File: config.mk
export PLATFORM = sky130hd
export DESIGN_NAME = slink_rx_deframer
export DESIGN_NICKNAME = d
export VERILOG_FILES = /design/src/rtl/slink_rx_pkg.sv /design/src/rtl/slink_rx_sync_det.sv /design/src/rtl/slink_rx_bit_ctr.sv /design/src/rtl/slink_rx_shift.sv /design/src/rtl/slink_rx_deframer.sv
export SDC_FILE = /design/constraint.sdc
export NUM_CORES = 1
export LEC_CHECK = 0
export CAP_MARGIN = 20
export CORE_MARGIN = 2
export CORE_UTILIZATION = 30
export CTS_CLUSTER_SIZE = 30
export DETAILED_ROUTE_END_ITERATION = 8
export PLACE_DENSITY = 0.53
export SLEW_MARGIN = 10
export SYNTH_ARGS = -nofsm -noshare
export SYNTH_HDL_FRONTEND = slang
export SYNTH_SLANG_ARGS = --single-unit
File: constraint.sdc
create_clock -name bit_clk_i -period 4.08 [get_ports bit_clk_i]
set_input_delay 0.612 -clock bit_clk_i [delete_from_list [all_inputs] [get_ports bit_clk_i]]
set_output_delay 0.612 -clock bit_clk_i [all_outputs]
set_load 0.1 [all_outputs]
File: src/rtl/slink_rx_pkg.sv
package slink_rx_pkg;
  localparam int unsigned DEF_TAG_W     = 16;
  localparam int unsigned DEF_SLOT_W    = 20;
  localparam int unsigned DEF_NUM_SLOTS = 12;

  function automatic int unsigned max_u(input int unsigned a, input int unsigned b);
    return (a > b) ? a : b;
  endfunction
endpackage

File: src/rtl/slink_rx_sync_det.sv
module slink_rx_sync_det (
  input  logic bit_clk_i,
  input  logic rst_ni,
  input  logic sync_i,
  output logic start_o
);
  logic sync_q;

  // reset high so a sync already asserted at reset release is not a rise
  always_ff @(negedge bit_clk_i or negedge rst_ni) begin
    if (!rst_ni) sync_q <= 1'b1;
    else         sync_q <= sync_i;
  end

  assign start_o = sync_i & ~sync_q;
endmodule

File: src/rtl/slink_rx_bit_ctr.sv
module slink_rx_bit_ctr #(
  parameter int unsigned TAG_W     = 16,
  parameter int unsigned SLOT_W    = 20,
  parameter int unsigned NUM_SLOTS = 12,
  parameter int unsigned BIT_W     = 5,
  parameter int unsigned SI_W      = 4
) (
  input  logic            bit_clk_i,
  input  logic            rst_ni,
  input  logic            start_i,
  output logic            run_o,
  output logic [SI_W-1:0] slot_idx_o,
  output logic            slot_end_o,
  output logic            frame_end_o
);
  localparam logic [BIT_W-1:0] TAG_LAST  = BIT_W'(TAG_W - 1);
  localparam logic [BIT_W-1:0] SLOT_LAST = BIT_W'(SLOT_W - 1);
  localparam logic [SI_W-1:0]  LAST_SLOT = SI_W'(NUM_SLOTS);

  logic             run_q;
  logic [SI_W-1:0]  slot_q;
  logic [BIT_W-1:0] bit_q;
  logic [BIT_W-1:0] last_bit;

  assign last_bit    = (slot_q == '0) ? TAG_LAST : SLOT_LAST;
  assign slot_end_o  = run_q && (bit_q == last_bit);
  assign frame_end_o = slot_end_o && (slot_q == LAST_SLOT);
  assign run_o       = run_q;
  assign slot_idx_o  = slot_q;

  always_ff @(negedge bit_clk_i or negedge rst_ni) begin
    if (!rst_ni) begin
      run_q  <= 1'b0;
      slot_q <= '0;
      bit_q  <= '0;
    end else if (start_i) begin
      // new frame wins; a frame ending on this edge is still reported via frame_end_o
      run_q  <= 1'b1;
      slot_q <= '0;
      bit_q  <= '0;
    end else if (run_q) begin
      if (frame_end_o) begin
        run_q <= 1'b0;
      end else if (slot_end_o) begin
        slot_q <= slot_q + 1'b1;
        bit_q  <= '0;
      end else begin
        bit_q <= bit_q + 1'b1;
      end
    end
  end
endmodule

File: src/rtl/slink_rx_shift.sv
module slink_rx_shift #(
  parameter int unsigned W = 20
) (
  input  logic         bit_clk_i,
  input  logic         rst_ni,
  input  logic         en_i,
  input  logic         bit_i,
  output logic [W-1:0] word_o
);
  logic [W-1:0] sh_q;

  // word_o includes the bit being captured on this edge
  assign word_o = {sh_q[W-2:0], bit_i};

  always_ff @(negedge bit_clk_i or negedge rst_ni) begin
    if (!rst_ni)   sh_q <= '0;
    else if (en_i) sh_q <= word_o;
  end
endmodule

File: src/rtl/slink_rx_deframer.sv
module slink_rx_deframer
  import slink_rx_pkg::*;
#(
  parameter int unsigned TAG_W     = DEF_TAG_W,
  parameter int unsigned SLOT_W    = DEF_SLOT_W,
  parameter int unsigned NUM_SLOTS = DEF_NUM_SLOTS
) (
  input  logic                        bit_clk_i,
  input  logic                        rst_ni,
  input  logic                        sync_i,
  input  logic                        sdata_i,
  output logic                        codec_ready_o,
  output logic [NUM_SLOTS-1:0]        slot_valid_o,
  output logic [NUM_SLOTS*SLOT_W-1:0] slot_data_o,
  output logic                        frame_done_o
);
  localparam int unsigned MAX_LEN = max_u(TAG_W, SLOT_W);
  localparam int unsigned BIT_W   = $clog2(MAX_LEN);
  localparam int unsigned SI_W    = $clog2(NUM_SLOTS + 1);
  localparam int unsigned HDR_W   = NUM_SLOTS + 1;  // ready + valid tags

  logic               start;
  logic               run;
  logic [SI_W-1:0]    slot_idx;
  logic               slot_end;
  logic               frame_end;
  logic [MAX_LEN-1:0] word;
  logic [HDR_W-1:0]   hdr_q;
  logic               ready_q;
  logic               done_q;

  slink_rx_sync_det i_sync_det (
    .bit_clk_i (bit_clk_i),
    .rst_ni    (rst_ni),
    .sync_i    (sync_i),
    .start_o   (start)
  );

  slink_rx_bit_ctr #(
    .TAG_W     (TAG_W),
    .SLOT_W    (SLOT_W),
    .NUM_SLOTS (NUM_SLOTS),
    .BIT_W     (BIT_W),
    .SI_W      (SI_W)
  ) i_bit_ctr (
    .bit_clk_i   (bit_clk_i),
    .rst_ni      (rst_ni),
    .start_i     (start),
    .run_o       (run),
    .slot_idx_o  (slot_idx),
    .slot_end_o  (slot_end),
    .frame_end_o (frame_end)
  );

  slink_rx_shift #(
    .W (MAX_LEN)
  ) i_shift (
    .bit_clk_i (bit_clk_i),
    .rst_ni    (rst_ni),
    .en_i      (run),
    .bit_i     (sdata_i),
    .word_o    (word)
  );

  // only the ready flag and the per-slot tags are kept from the tag slot
  always_ff @(negedge bit_clk_i or negedge rst_ni) begin
    if (!rst_ni)                          hdr_q <= '0;
    else if (slot_end && slot_idx == '0) hdr_q <= word[TAG_W-1 -: HDR_W];
  end

  always_ff @(negedge bit_clk_i or negedge rst_ni) begin
    if (!rst_ni) begin
      ready_q <= 1'b0;
      done_q  <= 1'b0;
    end else begin
      done_q <= frame_end;
      if (frame_end) ready_q <= hdr_q[HDR_W-1];
    end
  end

  for (genvar k = 0; k < NUM_SLOTS; k++) begin : g_slot
    logic [SLOT_W-1:0] src;
    logic [SLOT_W-1:0] data_q;
    logic              valid_q;

    if (k < NUM_SLOTS - 1) begin : g_stage
      logic [SLOT_W-1:0] stage_q;
      always_ff @(negedge bit_clk_i or negedge rst_ni) begin
        if (!rst_ni)                                    stage_q <= '0;
        else if (slot_end && slot_idx == SI_W'(k + 1)) stage_q <= word[SLOT_W-1:0];
      end
      assign src = stage_q;
    end else begin : g_last
      // final slot goes straight from the shifter on the frame's last edge
      assign src = word[SLOT_W-1:0];
    end

    always_ff @(negedge bit_clk_i or negedge rst_ni) begin
      if (!rst_ni) begin
        data_q  <= '0;
        valid_q <= 1'b0;
      end else if (frame_end) begin
        data_q  <= src;
        valid_q <= hdr_q[HDR_W-2-k];
      end
    end

    assign slot_data_o[k*SLOT_W +: SLOT_W] = data_q;
    assign slot_valid_o[k]                 = valid_q;
  end

  assign codec_ready_o = ready_q;
  assign frame_done_o  = done_q;
endmodule

### After elaboration in Yosys (flattened, before gate mapping)

Cells that the tools add are included.
Widths: inputs -> output; s select.

* add/sub/neg operators: 2
* eq/ne operators: 14
* multiplexer cells: 12
* bitwise logic cells: 2
* reductions and logical operators: 19

Operators with widths (number)
* $mux 5: 5
* $eq 4x4->1 const B: 5
* $eq 4x3->1 const B: 4
* $mux 4: 4
* $logic_and 1x1->1: 14
* $eq 4x2->1 const B: 2
* $add 5x1->5 const B: 1
* $eq 5x5->1: 1
* $add 4x1->4 const B: 1
* $eq 4x1->1 const B: 1
* $logic_not 4->1: 1
* $reduce_bool 2->1: 2
* $mux 1: 3
* $reduce_and 3->1: 1
* $ne 2x1->1 const B: 1
* $reduce_and 2->1: 1
* $and 1x1->1: 1
* $not 1->1: 1

* register bits: 517
* input bits: 4
* output and inout port bits: 254
* logic and storage cells: 92

### Longest topological paths before layout

* depth in word-level cells: 8
* gate-level depth with buffers: 9
* gate-level depth less buffers: 7

### Hierarchy

From an unflattened synthesis, not the netlist that was laid out.

* cell total of the unflattened synthesis: 1179
* area, all modules: 19608.8 sq um

Modules (own cells, without submodules)
* slink_rx_deframer: times used 1, cells each 1075, area an instance 18212.5 sq um, sequential area each 12186.7 sq um
* slink_rx_shift: times used 1, cells each 41, area an instance 765.7 sq um, sequential area each 475.5 sq um
* slink_rx_bit_ctr: times used 1, cells each 60, area an instance 586.8 sq um, sequential area each 250.2 sq um
* slink_rx_sync_det: times used 1, cells each 3, area an instance 43.8 sq um, sequential area each 26.3 sq um

==> impl_metrics.json <==
{
  "outcome": "finished clean",
  "drive_gt1_share_pct": 48.69,
  "antenna_found_initial": 0,
  "clock_latency_ns": 0.62,
  "max_slew_margin_pct": 10.28,
  "cts_tree": "done",
  "hold_depth": 1,
  "drv_slew": 0,
  "cts_resized": 0,
  "max-vdd-ir-drop_v": 0.0003219,
  "drtAntennaViolNets": 0,
  "final_cell_mix": "dfrtn_1 (516), mux2_2 (340), buf_12 (259)",
  "ys_ff_latch": 517,
  "crit_required_ns": 3.47,
  "core-area_sq_um": 65510,
  "p_leak_nw": 13.61,
  "final_cells": 2358,
  "die_area_sq_um": 68110,
  "drt-total-wl_um": 47750,
  "clockRootBuffer": "clkbuf_16",
  "ys_seq_area_share_pct": 65.31,
  "netlist_area_sq_um": 19810,
  "cpMaxStageDelayCell": "dfrtn_1",
  "path_buf_inv": 1,
  "drt-initial-drc-count": 391,
  "final_core_util_pct": 42.05,
  "cts_hold_buffers": 0,
  "track_usage_pct": 14.32,
  "final-setup-viol-count": 0,
  "cp_max_fo": 2,
  "grt_pass1_vias": 11604,
  "grt-ovfl-total": 0,
  "r2r_slack_ns": 0.68,
  "die_h_um": 261.0,
  "critPathKind": "reg2out",
  "syn_nets": 1202,
  "mostFrequentLayoutCell": "dfrtn_1",
  "hold_violations": 0,
  "numPortBuffers": 257,
  "hpwlAfterDp_um": 31120,
  "syn2layout_area_growth_pct": 39.05,
  "rows": 94,
  "gp_congestion": 0.7457,
  "yosysWarnings": 0,
  "tns_ns": 0,
  "critical-path-top-delay-family": "flip-flops",
  "die_w_um": 261.0,
  "cts_max_path_buffers": 3,
  "vias_per_cell": 4.531,
  "arrival_ns": 3.30,
  "remaining_drc_errors": 0,
  "nNetsFinal": 1461,
  "synth_edf_count": 0,
  "rsz0062_at_grt": "false",
  "power_density_nw_per_um2": 382.8,
  "maxCapViolations": 0,
  "start_util_pct": 30.24,
  "synth_cell_types": 37,
  "r2r_cells": 7,
  "pin_count": 258,
  "worstPathCellList": "buf_12",
  "ys_async_sr_fraction_pct": 100.0,
  "cp-start-kind": "flip-flop",
  "syn_avg_cell_area_sq_um": 16.61,
  "synth_flop_cell": "dfrtn_1",
  "worst_pin_slew_ns": 1.346,
  "fin_worst_skew_ns": 0.04863,
  "clk_pin_slew_ns": 0.04,
  "crit_cells": 1,
  "vias": 10683,
  "clkSinkCount": 517,
  "grt_pass1_wl_um": 73770,
  "nFillCells": 5859,
  "wire_per_inst_um": 20.25,
  "cts_buffers": 55,
  "grt_max_degree": 165,
  "first_pass_iters": 4,
  "post_cts_buffers": 0,
  "cts_htree_levels": 2,
  "holdCritPathClass": "reg2reg",
  "dp_cells": 2259,
  "slowest_delay_ns": 0.49,
  "syn_inst": 1193,
  "critPathCaptureType": "primary output"
}
[final timing paths]
path                                                           start                                  endpoint
max in group asynchronous                                     rst_ni  g_slot[1].g_stage.stage_q[7]$_DFFE_NN0P_
min in group asynchronous                                     rst_ni           g_slot[6].data_q[4]$_DFFE_NN0P_
setup reg to reg                 i_bit_ctr.slot_idx_o[0]$_DFFE_NN0P_          g_slot[8].data_q[16]$_DFFE_NN0P_
hold / removal             g_slot[4].g_stage.stage_q[13]$_DFFE_NN0P_          g_slot[4].data_q[13]$_DFFE_NN0P_
hold reg to reg            g_slot[4].g_stage.stage_q[13]$_DFFE_NN0P_          g_slot[4].data_q[13]$_DFFE_NN0P_
setup / recovery                    g_slot[1].data_q[18]$_DFFE_NN0P_                           slot_data_o[38]
[Yosys cell counts, types with 2 or more instances]
cell        n  share of area (%)
inv_1       6               0.11
nand4_4     2               0.21
buf_2      22               0.56
a31o_2      3               0.13
buf_1       8               0.15
ha_1        5               0.32
dfrtn_1   516                 65
nor2b_1     2              0.063
mux2_2    340                 19
nand3_1    10               0.25
mux2i_1     4               0.20
nand2_1     4              0.076
a21oi_1     6               0.15
and3_1     11               0.35
or3_1       4               0.13
buf_4      14               0.53
a21o_1      3               0.11
clkbuf_1   25               0.47
buf_6      23                1.3
mux2_1    165                9.4
nor3_1      4               0.10
[cells by family (layout without fill, tap and decap cells)]
group / count (synthesis) / in the layout / share of synthesized area, %
and+or+nand+nor: 50 / 50 / 1.775
muxes: 510 / 510 / 29.02
AOI/OAI and AO/OA: 13 / 13 / 0.4421
DFF: 517 / 517 / 65.31
adders and majority gates: 5 / 5 / 0.3158
buffers and inverters: 98 / 398 / 3.133
other: 0 / 1 / 0
[report_power, final]
part	switching, W	internal (W)	leakage, nW
clock network	0.00200	0.00291	0.898
registers	0.000127	0.00523	7.16
logic	0.000169	0.000103	5.55
[sequential cells by signal, indices dropped and copies added (netlist names)]
name / cells
i_bit_ctr.slot_idx_o: 4
hdr_q: 13
i_shift.sh_q: 19
g_slot.data_q: 240
codec_ready_o: 1
i_bit_ctr.run_o: 1
i_sync_det.sync_q: 1
i_bit_ctr.bit_q: 5
g_slot.g_stage.stage_q: 220
g_slot.valid_q: 12
frame_done_o: 1
[layer usage]
| metal | wire length [um] | vias up | GRT usage [%] |
|---|---|---|---|
| met5 | 0 | - | 0 |
| met4 | 1047 | 0 | 4.214 |
| met3 | 2724 | 77 | 3.639 |
| met2 | 23490 | 202 | 23.69 |
| met1 | 20490 | 5699 | 18.57 |
| li1 | - | 4705 | - |
[cell type report]
type	instances	area, sq um	share of cell area [%]
diodes	1	2.502	0.009084
clock buffers	82	1652	5.996
clock inverters	17	142.6	0.5178
inverters	5	18.77	0.06813
multi-input cells	578	6251	22.69
flip-flops and latches	517	12940	46.97
well taps	864	1081	3.924
repair buffers	294	5460	19.82
[metrics by stage]
step | hold slack (ns) | power [W] | worst slack (ns) | area [sq um]
finish | 0.4227 | 0.01055 | 0.1642 | 27550
global placement | 0.4228 | 0.005721 | 0.1455 | 25750
global route | 0.4433 | 0.01099 | 0.1065 | 27540
floorplan | 0.4128 | 0.005511 | 0.4676 | 19810
CTS | 0.4242 | 0.01076 | 0.1036 | 27540
detailed placement | 0.4281 | 0.005735 | 0.1433 | 25750
Note: power is estimated with default switching activity, not from simulation.
